$ cat src/rtl/hrr_pkg.sv
package hrr_pkg;

    typedef enum logic [1:0] {
        ST_IDLE = 2'd0,
        ST_RUN  = 2'd1,
        ST_HOLD = 2'd2
    } hrr_state_e;

    localparam int CA_BYTES = 6;

    // read, memory space, linear burst
    localparam logic [2:0] CA_CMD_RD_MEM_LIN = 3'b101;

    function automatic logic [47:0] build_ca(input logic [31:0] waddr);
        return {CA_CMD_RD_MEM_LIN, waddr[31:3], 13'd0, waddr[2:0]};
    endfunction

endpackage

$ cat src/rtl/hrr_tick_gen.sv
module hrr_tick_gen #(
    parameter int DIV = 2
) (
    input  logic clk,
    input  logic rst_n,
    output logic tick
);
    generate
        if (DIV <= 1) begin : g_nodiv
            assign tick = 1'b1;
        end else begin : g_div
            localparam int CW = $clog2(DIV);
            logic [CW-1:0] cnt_d, cnt_q;

            always_comb begin
                cnt_d = (cnt_q == CW'(DIV - 1)) ? '0 : cnt_q + 1'b1;
            end

            always_ff @(posedge clk or negedge rst_n) begin
                if (!rst_n) cnt_q <= '0;
                else        cnt_q <= cnt_d;
            end

            assign tick = (cnt_q == CW'(DIV - 1));
        end
    endgenerate
endmodule

$ cat src/rtl/hrr_row_walker.sv
module hrr_row_walker #(
    parameter int ROW_W     = 13,
    parameter int ROW_FIRST = 0,
    parameter int ROW_LAST  = 8191
) (
    input  logic             clk,
    input  logic             rst_n,
    input  logic             step,
    output logic [ROW_W-1:0] row,
    output logic             done
);
    typedef struct packed {
        logic [ROW_W-1:0] row;
        logic             done;
    } walk_t;

    walk_t       w_d, w_q;
    logic [ROW_W:0] nxt;

    always_comb begin
        w_d      = w_q;
        w_d.done = 1'b0;
        nxt      = {1'b0, w_q.row} + (ROW_W+1)'(2);
        if (step) begin
            if (nxt > (ROW_W+1)'(ROW_LAST)) begin
                w_d.row  = ROW_W'(ROW_FIRST);
                w_d.done = 1'b1;
            end else begin
                w_d.row  = nxt[ROW_W-1:0];
            end
        end
    end

    always_ff @(posedge clk or negedge rst_n) begin
        if (!rst_n) begin
            w_q.row  <= ROW_W'(ROW_FIRST);
            w_q.done <= 1'b0;
        end else begin
            w_q <= w_d;
        end
    end

    assign row  = w_q.row;
    assign done = w_q.done;

    // pointer never leaves the programmed range
    p_row_in_range_r5: assert property (@(posedge clk) disable iff (!rst_n)
        (w_q.row >= ROW_W'(ROW_FIRST)) && (w_q.row <= ROW_W'(ROW_LAST)));

    // done lasts one cycle
    p_done_pulse_r6: assert property (@(posedge clk) disable iff (!rst_n)
        w_q.done |=> !w_q.done);
endmodule

$ cat src/rtl/hrr_ca_mux.sv
module hrr_ca_mux #(
    parameter int ROW_W     = 13,
    parameter int ROW_WORDS = 512
) (
    input  logic [ROW_W-1:0] row,
    input  logic [2:0]       idx,
    output logic [7:0]       ca_byte
);
    logic [31:0] waddr;
    logic [47:0] ca;

    always_comb begin
        // last word of row P, so the burst crosses into row P+1
        waddr = (32'(row) + 32'd1) * 32'(ROW_WORDS) - 32'd1;
        ca    = hrr_pkg::build_ca(waddr);
        unique case (idx)
            3'd0:    ca_byte = ca[47:40];
            3'd1:    ca_byte = ca[39:32];
            3'd2:    ca_byte = ca[31:24];
            3'd3:    ca_byte = ca[23:16];
            3'd4:    ca_byte = ca[15:8];
            3'd5:    ca_byte = ca[7:0];
            default: ca_byte = 8'd0;
        endcase
    end
endmodule

$ cat src/rtl/hyperram_refresh_seq.sv
module hyperram_refresh_seq #(
    parameter int LAT_CNT    = 6,
    parameter int CK_DIV     = 2,
    parameter int ROW_WORDS  = 512,
    parameter int ROW_W      = 13,
    parameter int ROW_FIRST  = 0,
    parameter int ROW_LAST   = 8191,
    parameter int TRWR_TICKS = 4
) (
    input  logic       clk,
    input  logic       rst_n,
    input  logic       win_en,
    input  logic       var_lat,
    input  logic       rwds,
    output logic       cs_n,
    output logic       ck,
    output logic [7:0] dq_out,
    output logic       dq_oe,
    output logic       done
);
    import hrr_pkg::*;

    localparam int EDGE_LONG  = CA_BYTES + 4 * LAT_CNT;
    localparam int EDGE_SHORT = CA_BYTES + 2 * LAT_CNT;
    localparam int EDGE_W     = $clog2(EDGE_LONG + 1);
    localparam int REC_W      = $clog2(TRWR_TICKS + 1);
    localparam int PIVOT_EDGE = 3;
    localparam int GAP_MIN    = TRWR_TICKS * CK_DIV;
    localparam int GAP_W      = $clog2(GAP_MIN + 1);

    typedef struct packed {
        hrr_state_e        st;
        logic              cs_n;
        logic              ck;
        logic [7:0]        dq;
        logic              oe;
        logic              phase;
        logic [EDGE_W-1:0] edges;
        logic              var_m;
        logic              dbl;
        logic [REC_W-1:0]  rec;
    } seq_t;

    seq_t              s_d, s_q;
    logic              tick;
    logic              step;
    logic [ROW_W-1:0]  row;
    logic [7:0]        ca_byte;
    logic [2:0]        ca_idx;
    logic [EDGE_W-1:0] n_edges;

    hrr_tick_gen #(.DIV(CK_DIV)) u_tick (
        .clk  (clk),
        .rst_n(rst_n),
        .tick (tick)
    );

    hrr_row_walker #(
        .ROW_W    (ROW_W),
        .ROW_FIRST(ROW_FIRST),
        .ROW_LAST (ROW_LAST)
    ) u_walk (
        .clk  (clk),
        .rst_n(rst_n),
        .step (step),
        .row  (row),
        .done (done)
    );

    assign ca_idx = (s_q.edges < EDGE_W'(CA_BYTES)) ? s_q.edges[2:0] : 3'd0;

    hrr_ca_mux #(.ROW_W(ROW_W), .ROW_WORDS(ROW_WORDS)) u_ca (
        .row    (row),
        .idx    (ca_idx),
        .ca_byte(ca_byte)
    );

    assign n_edges = s_q.dbl ? EDGE_W'(EDGE_LONG) : EDGE_W'(EDGE_SHORT);

    always_comb begin
        s_d  = s_q;
        step = 1'b0;
        if (tick) begin
            unique case (s_q.st)
                ST_IDLE: begin
                    if (win_en) begin
                        s_d.st    = ST_RUN;
                        s_d.cs_n  = 1'b0;
                        s_d.oe    = 1'b1;
                        s_d.dq    = ca_byte;
                        s_d.edges = '0;
                        s_d.phase = 1'b1;
                        s_d.var_m = var_lat;
                        s_d.dbl   = ~var_lat;
                    end
                end
                ST_RUN: begin
                    if (s_q.phase) begin
                        // edge tick: DQ was set one tick earlier
                        s_d.ck    = ~s_q.ck;
                        s_d.edges = s_q.edges + 1'b1;
                        s_d.phase = 1'b0;
                        if (s_q.var_m && (s_q.edges == EDGE_W'(PIVOT_EDGE)))
                            s_d.dbl = rwds;
                    end else if (s_q.edges == n_edges) begin
                        s_d.st    = ST_HOLD;
                        s_d.cs_n  = 1'b1;
                        s_d.oe    = 1'b0;
                        s_d.dq    = 8'd0;
                        s_d.edges = '0;
                        s_d.rec   = REC_W'(TRWR_TICKS - 1);
                        step      = 1'b1;
                    end else begin
                        s_d.phase = 1'b1;
                        if (s_q.edges < EDGE_W'(CA_BYTES)) begin
                            s_d.dq = ca_byte;
                            s_d.oe = 1'b1;
                        end else begin
                            s_d.dq = 8'd0;
                            s_d.oe = 1'b0;
                        end
                    end
                end
                ST_HOLD: begin
                    if (s_q.rec == '0) s_d.st  = ST_IDLE;
                    else               s_d.rec = s_q.rec - 1'b1;
                end
                default: s_d.st = ST_IDLE;
            endcase
        end
    end

    always_ff @(posedge clk or negedge rst_n) begin
        if (!rst_n) begin
            s_q.st    <= ST_IDLE;
            s_q.cs_n  <= 1'b1;
            s_q.ck    <= 1'b0;
            s_q.dq    <= 8'd0;
            s_q.oe    <= 1'b0;
            s_q.phase <= 1'b0;
            s_q.edges <= '0;
            s_q.var_m <= 1'b0;
            s_q.dbl   <= 1'b1;
            s_q.rec   <= '0;
        end else begin
            s_q <= s_d;
        end
    end

    assign cs_n   = s_q.cs_n;
    assign ck     = s_q.ck;
    assign dq_out = s_q.dq;
    assign dq_oe  = s_q.oe;

    // high-time counter for the recovery check
    logic [GAP_W-1:0] gap_q;
    always_ff @(posedge clk or negedge rst_n) begin
        if (!rst_n)              gap_q <= GAP_W'(GAP_MIN);
        else if (!s_q.cs_n)      gap_q <= '0;
        else if (gap_q != GAP_W'(GAP_MIN)) gap_q <= gap_q + 1'b1;
    end

    // chip select high long enough before each new transaction
    p_cs_recovery_r9: assert property (@(posedge clk) disable iff (!rst_n)
        $fell(cs_n) |-> (gap_q == GAP_W'(GAP_MIN)));

    // clock parked low outside a transaction
    p_ck_idle_low_r3: assert property (@(posedge clk) disable iff (!rst_n)
        cs_n |-> !ck);

    // DQ driven only under chip select
    p_oe_in_cs_r10: assert property (@(posedge clk) disable iff (!rst_n)
        dq_oe |-> !cs_n);

    // DQ stable on every CK edge
    p_dq_stable_edge_r10: assert property (@(posedge clk) disable iff (!rst_n)
        (ck != $past(ck)) |-> (dq_out == $past(dq_out)));
endmodule

$ cat config.mk
export PLATFORM = sky130hd
export DESIGN_NAME = hyperram_refresh_seq
export DESIGN_NICKNAME = d
export VERILOG_FILES = /design/src/rtl/hrr_pkg.sv /design/src/rtl/hrr_tick_gen.sv /design/src/rtl/hrr_row_walker.sv /design/src/rtl/hrr_ca_mux.sv /design/src/rtl/hyperram_refresh_seq.sv
export SDC_FILE = /design/constraint.sdc
export NUM_CORES = 1
export LEC_CHECK = 0
export ABC_AREA = 1
export BUFFER_PORTS_ARGS = -buffer_cell sky130_fd_sc_hd__buf_2
export CAP_MARGIN = 20
export CORE_ASPECT_RATIO = 1.75
export CORE_MARGIN = 3
export CORE_UTILIZATION = 25
export CTS_CLUSTER_DIAMETER = 200
export DETAILED_ROUTE_END_ITERATION = 10
export GPL_TIMING_DRIVEN = 0
export PLACE_DENSITY = 0.39
export RECOVER_POWER = 25
export SLEW_MARGIN = 20
export SYNTH_ARGS = -nofsm -noshare
export SYNTH_HDL_FRONTEND = slang
export SYNTH_SLANG_ARGS = --single-unit
$ cat constraint.sdc
create_clock -name clk -period 3.8 [get_ports clk]
set_input_delay 0 -clock clk [delete_from_list [all_inputs] [get_ports clk]]
set_output_delay 0 -clock clk [all_outputs]
set_load 0.01 [all_outputs]
==> results of run 1 <==
[worst reg2reg max path: cells and delay by family, from the launching register on]
family | cells | cell delay [ns]
buffers and inverters | 3 | 0.40
AND/OR/NAND/NOR | 4 | 0.75
AO/OA/AOI/OAI | 1 | 0.05
flip-flops | 1 | 0.48
adder cells (fa/ha/maj) | 1 | 0.18
[placed cells by master (no fill, tap or decap), drive strengths merged]
cell,n
o211ai,3
dfrtp,36
or2,1
nand4,5
a22oi,2
nor3b,2
nand3b,3
and3,1
nand2,93
o21a,1
bufinv,2
dfstp,2
xnor2,2
o21ai,26
nor2,30
a21oi,4
inv,43
o31ai,1
nor3,10
o21bai,3
buf,14
clkbuf,19
dlygate4sd3,2
ha,7
nand3,28
xor2,3
o22ai,1
clkinv,2
[sequential cells by signal (all words and copies together) (netlist names)]
register and cells:
ck 1, cs_n 1, dq_oe 1, dq_out 8, s_q 13, u_tick.tick 1
u_walk.done 1, u_walk.row 12
[power groups by stage]
stage	clock (mW)	combinational [mW]	sequential [mW]
2_1_floorplan	0	0.526	0.567
3_3_place_gp	0	0.706	0.574
3_5_place_dp	0	0.705	0.577
4_1_cts	0.587	0.711	0.569
5_1_grt	0.598	0.794	0.583
6_report	0.562	0.683	0.569
[metal layers]
metal	vias up	track usage, %
li1	1072	-
met1	925	13.5
met2	24	21.7
met3	12	2.20
met4	0	6.86
met5	-	0
[worst max path at each step]
stage	from	endpoint	slack (ns)	cells after the start
6_report	rst_n	u_walk.done$_DFF_PN0_	1.72	2
5_1_grt	rst_n	u_walk.row[5]$_DFFE_PN0P_	1.21	2
4_1_cts	s_q[5]$_DFFE_PN0P_	u_walk.row[4]$_DFFE_PN0P_	1.79	9
3_5_place_dp	s_q[5]$_DFFE_PN0P_	u_walk.row[12]$_DFFE_PN0P_	1.81	9
3_3_place_gp	s_q[5]$_DFFE_PN0P_	u_walk.row[4]$_DFFE_PN0P_	1.81	9
2_1_floorplan	s_q[5]$_DFFE_PN0P_	u_walk.row[4]$_DFFE_PN0P_	2.21	9
[cells by family after synthesis]
family,count (synthesis),share of synthesized area (%)
AND/OR/NAND/NOR,173,34.0
buffers and inverters,56,10.6
AO/OA/AOI/OAI,41,9.99
flip-flops,38,39.9
adder cells (fa/ha/maj),7,3.66
XOR/XNOR,5,1.83
[stage by stage]
stage	hold slack [ns]	power, mW	worst slack [ns]	cells	area [um2]
after floorplan	-0.296	1.09	2.21	320	2390
after global placement	0.198	1.28	1.81	456	2620
after detailed placement	0.194	1.28	1.81	456	2620
after CTS	0.0453	1.87	1.79	466	2840
after global routing	0.0864	1.98	1.21	466	2830
final	0.0567	1.81	1.72	466	2830
[what timing repair did]
| item | 4_1_cts | 5_1_grt |
|---|---|---|
| endpoints found under the hold margin | 37 | 0 |
| buffers inserted | 0 | 0 |
| hold buffers | 2 | 0 |
[cell type report]
class / instances / area, um2 / share of cell area (%)
timing repair buffer: 18 / 83.8 / 2.97
clock buffer: 6 / 139 / 4.92
buffer: 11 / 81.3 / 2.88
inverter: 45 / 173 / 6.11
sequential: 38 / 953 / 33.7
clock inverter: 2 / 60.1 / 2.13
tap: 120 / 150 / 5.31
multi-input combinational: 226 / 1180 / 41.9
==> flow_summary.toml, run 1 <==
[layout]
nFillCells = 1020
syn_to_final_growth_pct = 18.1
fin_nets = 357
final_util_pct = 30.7
drive_gt1_share_pct = 12.7
antennaDiodeCount = 0

[yosys]
ys_seq_area_share_pct = 39.9
avgSynthCellArea_um2 = 7.48
synth_common_cells = "nand2_1, inv_1, dfrtp_1"
ys_types = 41
synth_area_leaders = "dfrtp_1, nand2_1, inv_1"
async_flop_share_pct = 100
ys_seq_elements = 38
synth.most_common_cell = "nand2_1"
synth_cells = 320
synth-edff-count = 0
synthFlopType = "dfrtp_1"
synth_warnings = 0
synth_top_area_share_pct = 37.7
synth_area_mm2 = 0.00239
synth_top_area_cell = "dfrtp_1"
synth_nets = 332

[clock_tree]
cts_buffers = 5
clk_pin_slew_ns = 0.06
cts_resized = 0
cts_sinks = 38
insertion_delay_ns = 0.28
htree_levels = 2
tritoncts = "built"
cts_buffer_depth = 2
cts_root_buf = "clkbuf_16"

[place]
gp_congestion = 0.780
dp_hpwl_mm = 4.51
io_buffer_count = 16

[power]
switchingPower_mw = 0.679
power.leakage_nw = 1.38
switching_share_pct = 37.5
ir_drop_mv = 0.272
combPwrFrac_pct = 37.6
power_density_mw_per_mm2 = 642
power.internal_mw = 1.13
power_frac_clock_pct = 31.0
pwr-share-seq_pct = 31.4

[sta]
drv_slew = 39
rsz0062_at_grt = "false"
tns_ns = 0
skew_ns = 0.00535
period_share_pct = 54.8
worstMarginPinSlew_ns = 2.12
setup_violations = 0
period_needed_ns = 2.08
relSlewSlack_pct = -41.2
clock.fmax_mhz = 480
finalHoldViolCount = 0

[setup_path]
cp.buffers_inverters = 2
critPathTopFamily = "buffers and inverters"
crit_slowest_cell = "clkbuf_1"
reg2reg_slack_ns = 1.84
worstReg2RegStart = "s_q[5]$_DFFE_PN0P_"
slowest_delay_ns = 1.51
cp.required_ns = 3.76
crit_chain = "dlygate4sd3_1 > clkbuf_1"
critPathMaxFanout = 38
r2r_end = "u_walk.row[4]$_DFFE_PN0P_"
crit_type = "in2async"
start_kind = "input port"
reg2reg_depth = 9
endpoint_kind = "async pin"
critPathArrivalTime_ns = 2.05

[global_route]
track_usage_pct = 12.3
antenna_found_initial = 0
grt_max_degree = 39
grt.overflow.total = 0
grt_first_pass_wirelength_mm = 10.2
grt_pass1_vias = 2127

[floorplan]
fp.dieW_um = 79.9
initial_core_util_pct = 26.0
top_level_ports = 17
core-area_mm2 = 0.00921
rows = 46
die-area_mm2 = 0.0108
die_y_um = 135

[hold_path]
min_from = "rwds"
min_to = "s_q[3]$_DFFE_PN1P_"
min_path_type = "in2reg"
min_path_cells = 3

[routing]
drt-met1-wl_mm = 2.42
drcViolationCount = 0
routed-wl-met3_um = 127
vias_per_cell = 4.36
dr.pass1.iters = 4
highest_layer = "met4"
drt_iter0_markers = 114
wl_per_cell_um = 12.6
wirelength_mm = 5.88
ant_nets = 0
dr_total_vias = 2033
wl_met2_mm = 3.15

[run]
cap_viol_max_count = 1

[outcome]
failed_checks = "capacitance limit, slew limit"
outcome = "finished with violations"
(Power assumes the default switching activity.)
==> inputs of run 2 (changes only) <==
Settings changed: ABC_AREA 1 to 0.
Clock period 3.8 ns to 2.05 ns, I/O delays scaled along.
==> flow_summary.toml, run 2 <==
[yosys]
synthFlopType = "dfrtp_1"
synth_top_area_share_pct = 38.6
avgSynthCellArea_um2 = 9.64
synth.most_common_cell = "dfrtp_1"
synth-edff-count = 0
synth_area_leaders = "dfrtp_1, ha_1, o21ai_0"
synth_area_mm2 = 0.00233
synth_warnings = 0
synth_top_area_cell = "dfrtp_1"
async_flop_share_pct = 100
synth_cells = 242
synth_nets = 254
ys_seq_elements = 38
ys_seq_area_share_pct = 40.9
ys_types = 60
synth_common_cells = "dfrtp_1, nand2_1, o21ai_0"

[global_route]
antenna_found_initial = 0
met3_usage_pct = 2.22
met2_usage_pct = 21.5
use_met1_pct = 14.2
grt.overflow.total = 0
track_usage_pct = 12.1
grt_busiest_layer = "met2"
grt_pass1_vias = 1839
grt_max_degree = 39
grt_first_pass_wirelength_mm = 9.90

[layout]
seqCellArea_um2 = 955
fin_nets = 281
drive_gt1_share_pct = 18.1
largest_reg_flops = 13
layout.cells.most_common = "dfrtp_1"
largest_register = "s_q"
syn_to_final_growth_pct = 18.0
nFillCells = 1011
layout_common_cells = "dfrtp_1, nand2_1, clkbuf_1"
multi_input_area_mm2 = 0.00124
antennaDiodeCount = 0

[sta]
period_share_pct = 94.8
rsz0062_at_grt = "false"
worstMarginPinSlew_ns = 1.03
period_needed_ns = 1.94
drv_slew = 0
relSlewSlack_pct = 31.3
whs_ns = 0.0121
finalHoldViolCount = 0
skew_ns = 0.00603
clock.fmax_mhz = 514
setup_violations = 0

[power]
ir_drop_mv = 0.359
combPwrFrac_pct = 1.6
power.leakage_nw = 1.17
power.internal_mw = 1.24
pwr-share-seq_pct = 47.3
p_total_mw = 1.59
switching_share_pct = 21.8
switchingPower_mw = 0.346
power_frac_clock_pct = 51.1
power_density_mw_per_mm2 = 576

[floorplan]
core-area_mm2 = 0.00909
die_y_um = 134
fp.dieW_um = 79.0
rows = 46
initial_core_util_pct = 25.7
die-area_mm2 = 0.0106
top_level_ports = 17

[routing]
drt_iter0_markers = 113
wirelength_mm = 6.02
wl_per_cell_um = 15.4
ant_nets = 0
dr.pass1.iters = 4
dr_total_vias = 1909
drcViolationCount = 0
vias_per_cell = 4.89

[clock_tree]
cts_sinks = 38
cts_buffers = 5
cts_root_buf = "clkbuf_16"
htree_levels = 2
tritoncts = "built"
insertion_delay_ns = 0.29
cts_buffer_depth = 2
clk_pin_slew_ns = 0.06

[setup_path]
endpoint_kind = "flip-flop"
critPathArrivalTime_ns = 2.12
critPathMaxFanout = 9
cp.required_ns = 2.22
crit_type = "reg2reg"
start_kind = "flip-flop"

[hold_path]
min_path_type = "in2reg"

[place]
dp_hpwl_mm = 4.35
io_buffer_count = 16
gp_congestion = 0.779

[run]
cap_viol_max_count = 0

[outcome]
outcome = "finished clean"
## run 2: critical path, cell delays in order, from the launching register on
cell       delay [ns]
dfrtp_1          0.37
buf_6            0.13
or3_4            0.44
a2111oi_4        0.43
buf_4            0.19
nand4_1          0.11
xnor2_1          0.15
## run 2: layout make-up
class	instances	share of cell area [%]
multi-input combinational	176	45.0
sequential	38	34.7
tap	120	5.45
clock buffer	7	5.18
buffer	19	4.68
timing repair buffer	20	3.63
inverter	9	1.23
clock inverter	1	0.182
## run 2: routing by layer
layer | part of all wire [%] | vias to the layer above
met5 | 0 | -
met3 | 2.9 | 6
met2 | 52 | 31
li1 | - | 944
met1 | 43 | 928
met4 | 1.8 | 0
## run 2: final timing paths
check                                   start                         to  slack, ns  cells after the start
setup reg to reg           s_q[8]$_DFFE_PN0P_  u_walk.row[9]$_DFFE_PN0P_       0.11                      6
setup / recovery           s_q[8]$_DFFE_PN0P_  u_walk.row[9]$_DFFE_PN0P_       0.11                      6
hold / removal                           rwds         s_q[3]$_DFFE_PN1P_       0.01                      3
max in group asynchronous               rst_n  u_walk.row[2]$_DFFE_PN0P_       0.93                      2
min in group asynchronous               rst_n         s_q[4]$_DFFE_PN0P_       0.42                      2
hold reg to reg            s_q[0]$_DFFE_PN0P_         s_q[0]$_DFFE_PN0P_       0.47                      1
## run 2: logic make-up (layout without fill, tap and decap cells)
family,Yosys count,count (layout),share of synthesized area (%)
buf+inv,28,56,6.92
xor+xnor,8,8,3.00
simple gates,93,93,23.1
mux,6,6,2.68
fa+ha+maj,7,7,3.75
flops,38,38,40.9
compound gates,62,62,19.7
## run 2: through the flow
step	std cells	setup WS, ns	TNS, ns	util, %	instance area [um2]
global route	390	0.000938	0	30.3	2750
CTS	389	0.00616	0	30.2	2750
global placement	378	-0.142	-0.234	28.2	2560
detailed placement	378	-0.150	-0.252	28.2	2560
finish	390	0.106	0	30.3	2750
floorplan	242	0.0811	0	-	2330
## run 2: power groups by stage
stage,Clock [mW],Sequential (mW),Combinational (mW)
final,0.810,0.750,0.0249
after global routing,0.855,0.750,0.0292
after CTS,0.834,0.750,0.0269
after detailed placement,0,0.764,0.0236
after global placement,0,0.764,0.0239
after floorplan,0,0.764,0.000965
## run 2: what timing repair did
action,in CTS,in global routing
pin swaps,0,1
setup buffers,1,1
endpoints found under the hold margin,37,0
resized for setup,3,9
endpoints found under the setup margin,2,13
hold buffers,2,0
